$ cat src/rtl/irq_prio_pkg.sv
package irq_prio_pkg;
  typedef enum logic {
    TRIG_EDGE  = 1'b0,
    TRIG_LEVEL = 1'b1
  } trig_e;
endpackage

$ cat src/rtl/irq_vec_reg.sv
module irq_vec_reg #(
  parameter int N = 256
) (
  input  logic         clk,
  input  logic         rst_n,
  input  logic [N-1:0] set_mask,
  input  logic [N-1:0] clr_mask,
  output logic [N-1:0] q
);
  // set wins over clear on the same bit
  always_ff @(posedge clk) begin
    if (!rst_n) q <= '0;
    else        q <= (q & ~clr_mask) | set_mask;
  end
endmodule

$ cat src/rtl/irq_prio_find.sv
module irq_prio_find #(
  parameter int WORDS  = 8,
  parameter int WORD_W = 32,
  localparam int IDX_W  = $clog2(WORD_W),
  localparam int WSEL_W = $clog2(WORDS),
  localparam int VEC_W  = IDX_W + WSEL_W
) (
  input  logic [WORDS*WORD_W-1:0] bits,
  output logic                    any,
  output logic [VEC_W-1:0]        top
);
  logic [WORDS-1:0]            word_nz;
  logic [WORDS-1:0][IDX_W-1:0] word_msb;

  function automatic logic [IDX_W-1:0] msb_of(input logic [WORD_W-1:0] w);
    logic [IDX_W-1:0] r;
    r = '0;
    for (int i = 0; i < WORD_W; i++) if (w[i]) r = IDX_W'(i);
    return r;
  endfunction

  for (genvar g = 0; g < WORDS; g++) begin : g_word
    assign word_nz[g]  = |bits[g*WORD_W +: WORD_W];
    assign word_msb[g] = msb_of(bits[g*WORD_W +: WORD_W]);
  end

  // later (higher) words overwrite earlier ones: top word wins
  always_comb begin
    top = '0;
    for (int w = 0; w < WORDS; w++)
      if (word_nz[w]) top = {WSEL_W'(w), word_msb[w]};
  end

  assign any = |word_nz;
endmodule

$ cat src/rtl/irq_prio_ctrl.sv
module irq_prio_ctrl
  import irq_prio_pkg::*;
#(
  parameter int WORDS    = 8,
  parameter int WORD_W   = 32,
  parameter int CLS_W    = 4,
  parameter int TPR_IN_W = 32,
  localparam int NUM_VEC = WORDS * WORD_W,
  localparam int VEC_W   = $clog2(NUM_VEC)
) (
  input  logic                clk,
  input  logic                rst_n,
  input  logic                hw_en,
  input  logic                sw_en,
  input  logic                req_valid,
  input  logic [VEC_W-1:0]    req_vec,
  input  logic                req_level,
  input  logic                tpr_we,
  input  logic [TPR_IN_W-1:0] tpr_wdata,
  input  logic                ack,
  input  logic                eoi,
  output logic                offer_valid,
  output logic [VEC_W-1:0]    offer_vec,
  output logic [VEC_W-1:0]    ppr_o,
  output logic [VEC_W-1:0]    tpr_o,
  output logic                eoi_valid,
  output logic [VEC_W-1:0]    eoi_vec,
  output logic                eoi_level
);
  localparam int SUB_W = VEC_W - CLS_W;

  function automatic logic [VEC_W-1:0] vec_bit(input logic [VEC_W-1:0] v);
    return VEC_W'(0) | (NUM_VEC'(1) << v);
  endfunction

  function automatic logic [NUM_VEC-1:0] onehot(input logic [VEC_W-1:0] v);
    return NUM_VEC'(1) << v;
  endfunction

  function automatic logic [VEC_W-1:0] ppr_calc(input logic [VEC_W-1:0] tpr,
                                                input logic             isr_any,
                                                input logic [VEC_W-1:0] isr_top);
    logic [VEC_W-1:0] isrv;
    isrv = isr_any ? isr_top : '0;
    if (tpr[VEC_W-1 -: CLS_W] >= isrv[VEC_W-1 -: CLS_W]) return tpr;
    return {isrv[VEC_W-1 -: CLS_W], {SUB_W{1'b0}}};
  endfunction

  function automatic logic beats(input logic [VEC_W-1:0] cand,
                                 input logic [VEC_W-1:0] ppr);
    return {cand[VEC_W-1 -: CLS_W], {SUB_W{1'b0}}} > ppr;
  endfunction

  logic [NUM_VEC-1:0] irr_q, isr_q, tmr_q;
  logic [NUM_VEC-1:0] irr_set, irr_clr, isr_set, isr_clr, tmr_set, tmr_clr;
  logic [VEC_W-1:0]   tpr_q, irr_top, isr_top;
  logic               irr_any, isr_any;
  logic               tpr_hi_unused;

  // named internal events
  logic req_open, req_take, req_drop, ack_take, eoi_take;
  trig_e retire_trig;

  irq_prio_find #(.WORDS(WORDS), .WORD_W(WORD_W)) u_find_irr (
    .bits(irr_q), .any(irr_any), .top(irr_top));
  irq_prio_find #(.WORDS(WORDS), .WORD_W(WORD_W)) u_find_isr (
    .bits(isr_q), .any(isr_any), .top(isr_top));

  assign ppr_o       = ppr_calc(tpr_q, isr_any, isr_top);
  assign offer_valid = irr_any && beats(irr_top, ppr_o);
  assign offer_vec   = irr_top;
  assign tpr_o       = tpr_q;

  assign req_open = req_valid && hw_en && sw_en;
  assign req_drop = req_open && req_level && irr_q[req_vec];
  assign req_take = req_open && !req_drop;
  assign ack_take = ack && offer_valid;
  assign eoi_take = eoi && isr_any;
  assign retire_trig = trig_e'(tmr_q[isr_top]);

  always_comb begin
    irr_set = req_take ? onehot(req_vec) : '0;
    irr_clr = ack_take ? onehot(offer_vec) : '0;
    isr_set = ack_take ? onehot(offer_vec) : '0;
    isr_clr = eoi_take ? onehot(isr_top) : '0;
    tmr_set = (req_take && req_level) ? onehot(req_vec) : '0;
    tmr_clr = ((req_take && !req_level) ? onehot(req_vec) : '0)
            | (eoi_take ? onehot(isr_top) : '0);
  end

  irq_vec_reg #(.N(NUM_VEC)) u_irr (
    .clk(clk), .rst_n(rst_n), .set_mask(irr_set), .clr_mask(irr_clr), .q(irr_q));
  irq_vec_reg #(.N(NUM_VEC)) u_isr (
    .clk(clk), .rst_n(rst_n), .set_mask(isr_set), .clr_mask(isr_clr), .q(isr_q));
  irq_vec_reg #(.N(NUM_VEC)) u_tmr (
    .clk(clk), .rst_n(rst_n), .set_mask(tmr_set), .clr_mask(tmr_clr), .q(tmr_q));

  assign tpr_hi_unused = ^tpr_wdata[TPR_IN_W-1:VEC_W];

  always_ff @(posedge clk) begin
    if (!rst_n) begin
      tpr_q     <= '0;
      eoi_valid <= 1'b0;
      eoi_vec   <= '0;
      eoi_level <= 1'b0;
    end else begin
      if (tpr_we) tpr_q <= tpr_wdata[VEC_W-1:0];
      eoi_valid <= eoi_take;
      if (eoi_take) begin
        eoi_vec   <= isr_top;
        eoi_level <= (retire_trig == TRIG_LEVEL);
      end
    end
  end
endmodule

$ cat config.mk
export PLATFORM = sky130hd
export DESIGN_NAME = irq_prio_ctrl
export DESIGN_NICKNAME = d
export VERILOG_FILES = /design/src/rtl/irq_prio_pkg.sv /design/src/rtl/irq_vec_reg.sv /design/src/rtl/irq_prio_find.sv /design/src/rtl/irq_prio_ctrl.sv
export SDC_FILE = /design/constraint.sdc
export NUM_CORES = 2
export LEC_CHECK = 0
export BUFFER_PORTS_ARGS = -buffer_cell sky130_fd_sc_hd__buf_4
export CAP_MARGIN = 20
export CORE_MARGIN = 2
export CORE_UTILIZATION = 45
export DETAILED_ROUTE_END_ITERATION = 10
export GPL_TIMING_DRIVEN = 0
export SLEW_MARGIN = 20
export SYNTH_ARGS = -nofsm -noshare
export SYNTH_HDL_FRONTEND = slang
export SYNTH_SLANG_ARGS = --single-unit
$ cat constraint.sdc
create_clock -name clk -period 8 [get_ports clk]
set_input_delay 0 -clock clk [delete_from_list [all_inputs] [get_ports clk]]
set_output_delay 0 -clock clk [all_outputs]
set_load 0.01 [all_outputs]
==> run_results.csv <==
group,metric,value,unit
run_status,status,"complete, no violations",
power_and_ir_drop,p_per_area,192,mW/mm^2
floorplanning,die_h,315,um
cts,cts_sinks,786,
synth,synthTopCellsByCount,"dfxtp_1, nor2_1, nand2_1",
placed_design,port_buffers,52,
synth,synth-seq-cells,786,
setup_path,crit_type,"reg2reg",
synth,syn_nets,5927,
setup_path,r2r-end,"u_isr.q[218]$_SDFF_PN0_",
sta,holdWs,0.120,ns
synth,yosysTopAreaCell,"dfxtp_1",
drt,post_drt_wl_per_cell,34.4,um
setup_path,cpMaxStageDelayCell,"nor2_1",
synth,yosysSeqAreaShare,36.1,%
worst_hold_path,worstHoldEndpoint,"u_irr.q[28]$_SDFF_PN0_",
final_layout,fin_nets,6097,
cts,cts_buffers,94,
sta,max_freq,126,MHz
drt,num_vias,51600,
synth,synth_warnings,0,
drt,vias_per_cell,6.97,
setup_path,arrival,8.58,ns
global_routing,grt_max_degree,14,
cts,insertion_delay,0.72,ns
setup_path,r2r_start,"u_isr.q[68]$_SDFF_PN0_",
cts,clk_pin_slew,0.06,ns
sta,layout_min_cycle_time,7.95,ns
floorplanning,io_pins,84,
sta,period_share,99.4,%
global_routing,grt_pass1_vias,45200,
setup_path,crit_path_end_kind,"flop",
floorplanning,initial_core_util,45.2,%
synth,synthCells,5870,
global_routing,grt_pass1_wl,348,mm
sta,setup_viol_count_final,0,
synth,synth_area_leaders,"dfxtp_1, o21ai_0, nor2_1",
final_layout,area_growth_syn_to_layout,13.2,%
synth,yosysUniqueCellTypes,85,
synth,synth_top_area_share,36.1,%
sta,fin_skew,0.0337,ns
setup_path,reg2regPathDepth,27,
cts,cts_max_level,3,
cts,root_buffer,"clkbuf_16",
global_routing,overflow,0,
synth,synthMostInstantiatedCell,"dfxtp_1",
cts,clk_path_buf_depth,3,
global_routing,antenna_found_initial,19,
setup_path,crit_path_max_fanout,10,
drt,drc,0,
final_layout,drive_above_1_share,7.22,%
drt,final_antenna_net_count,0,
synth,synth-edff-count,0,
sta,maxSlewViolCount,0,
drt,dr.pass1.iters,7,
floorplanning,die-area,0.0993,sq mm
setup_path,path_delay_family,"simple AND/OR/NAND/NOR gates",
final_layout,utilization,51.2,%
synth,netlist_area,0.0435,sq mm
setup_path,crit_cells,27,
setup_path,slowest_delay,0.81,ns
synth,async_reset_ff_share,0,%
power_and_ir_drop,peakVddDrop,0.168,mV
sta,grt_setup_unrepaired,"true",
placed_design,place.gp.congestion,1.11,
global_routing,grt_use_total,49.5,%
sta,tightest_slew,1.35,ns
placed_design,hpwl,192,mm
synth,synthesis.area_per_instance,7.42,sq um
final_layout,nFillCells,9703,
drt,drt_wl_total,254,mm
setup_path,cp_data_required_time,8.62,ns
sta,relSlewSlack,9.91,%
worst_hold_path,hold_class,"in2reg",
floorplanning,rows,114,
synth,synth_top_flop_cell,"dfxtp_1",
sta,hold_viol_final,0,
run,max-cap-violations,0,
drt,detail_route.iter0.violations,9339,
setup_path,crit_path_start_kind,"flop",
floorplanning,coreArea,0.0963,sq mm
cts,cts_tree,"yes",
power_and_ir_drop,p_leak,0.0165,uW
setup_path,path_buf_inv,2,
setup_path,crit_top_cell,"a21o_1",
setup_path,reg2reg_slack,0.05,ns
floorplanning,die_x,315,um
worst_hold_path,min_path_cells,4,
worst_hold_path,hold_start,"rst_n",
-- metrics by stage --
step / total power, uW / cells / setup slack [ns] / cell area (sq um) / setup TNS [ns]
6_report: 9470 / 7402 / 0.0466 / 49300 / 0
5_1_grt: 9550 / 7396 / -0.0190 / 49300 / -0.0388
3_5_place_dp: 4710 / 7201 / -1.21 / 45600 / -280.13
3_3_place_gp: 4710 / 7198 / -1.59 / 45500 / -474.99
2_1_floorplan: 4330 / 5870 / 2.34 / 43500 / 0
4_1_cts: 9360 / 7395 / 0.0713 / 49200 / 0
-- how the worst max path moves through the flow --
stage,startpoint,endpoint,slack [ns]
global route,u_isr.q[44]$_SDFF_PN0_,u_isr.q[186]$_SDFF_PN0_,-0.02
detailed placement,u_isr.q[44]$_SDFF_PN0_,u_irr.q[243]$_SDFF_PN0_,-1.21
global placement,u_isr.q[40]$_SDFF_PN0_,u_irr.q[243]$_SDFF_PN0_,-1.59
finish,u_isr.q[68]$_SDFF_PN0_,u_isr.q[218]$_SDFF_PN0_,0.05
CTS,u_isr.q[48]$_SDFF_PN0_,u_isr.q[209]$_SDFF_PN0_,0.07
floorplan,u_isr.q[100]$_SDFF_PN0_,u_irr.q[210]$_SDFF_PN0_,2.34
-- what timing repair did --
item                                    in CTS  in global routing
resized for setup                           13                 23
endpoints found under the setup margin     512                179
buffers inserted                             2                  0
hold endpoints to repair                    14                  0
hold buffers                                18                  0
-- flip-flops by register name, indices dropped and copies added (netlist names) --
name,cells
eoi_vec,8
eoi_level,1
eoi_valid,1
u_tmr.q,256
u_isr.q,256
u_irr.q,256
tpr_o,8
-- cells in the final DEF, fill, tap and decap left out, types with 15 or more instances in the layout --
master and instances:
a211oi_1 35, a21boi_0 15, a21oi_1 346, a221oi_1 18, a31oi_1 35, and2_1 279
and3_1 15, buf_1 17, buf_2 37, buf_4 68, clkbuf_1 359, clkbuf_16 98
clkbuf_2 22, clkbuf_8 18, clkinv_2 21, dfxtp_1 786, dlygate4sd3_1 18, inv_1 110
mux2i_1 88, mux4_2 85, nand2_1 705, nand2b_1 27, nand3_1 98, nand4_1 39
nor2_1 763, nor2b_1 50, nor3_1 305, nor4_1 131, o211ai_1 77, o21ai_0 634
o21bai_1 32, o221ai_1 55, o22ai_1 402, o311ai_0 15, o31ai_1 38, or4_1 28
-- worst reg2reg max path, cell delays in order, from the launching register on --
cell and delay [ns]:
dfxtp_1 0.34, nor4_1 0.50, and4_1 0.37, o21ai_0 0.20, a21bo_2 0.30, a31o_2 0.28
o31ai_4 0.45, buf_4 0.46, ha_1 0.31, nand2b_1 0.14, a21o_1 0.17, a21o_1 0.16
a21oi_1 0.30, clkbuf_1 0.36, nor2_1 0.08, a21o_1 0.20, ha_1 0.31, a21o_1 0.11
a21o_1 0.10, a21oi_1 0.07, a21oi_2 0.40, and2_1 0.24, nand2_1 0.13, nor2b_1 0.40
nand2_1 0.14, nor2_1 0.81, nand2_1 0.33, o21ai_0 0.22
-- layout make-up --
type | count | area [sq um] | area share, %
tap | 1276 | 1600 | 3.24
antenna | 7 | 17.5 | 0.0355
multi-input combinational | 4538 | 25800 | 52.4
inverter | 114 | 435 | 0.883
clock inverter | 42 | 568 | 1.15
buffer | 430 | 1740 | 3.52
timing repair buffer | 76 | 619 | 1.26
sequential | 786 | 15700 | 31.9
clock buffer | 133 | 2760 | 5.61
-- power breakdown --
part	total, uW	switching [uW]	internal, uW
registers	3920	4.18	3920
clock network	4780	1960	2820
logic	771	637	133
total	9470	2600	6870
-- per-layer routing --
layer	vias up	track usage [%]	routed length (um)
li1	21800	-	-
met1	24400	64.6	96800
met2	4384	65.3	96500
met3	1052	19.0	38100
met4	20	36.9	22800
met5	-	0	273
-- kinds of logic (layout without fill, tap and decap cells) --
| family | count (synthesis) | in the layout | synth area share, % |
|---|---|---|---|
| AOI/OAI and AO/OA | 1839 | 1839 | 25.6 |
| buffers and inverters | 546 | 795 | 4.91 |
| and+or+nand+nor | 2517 | 2517 | 26.7 |
| DFF | 786 | 786 | 36.1 |
| other | 0 | 7 | 0 |
| adders and majority gates | 8 | 8 | 0.230 |
| muxes | 174 | 174 | 6.44 |
(Power assumes the default switching activity.)
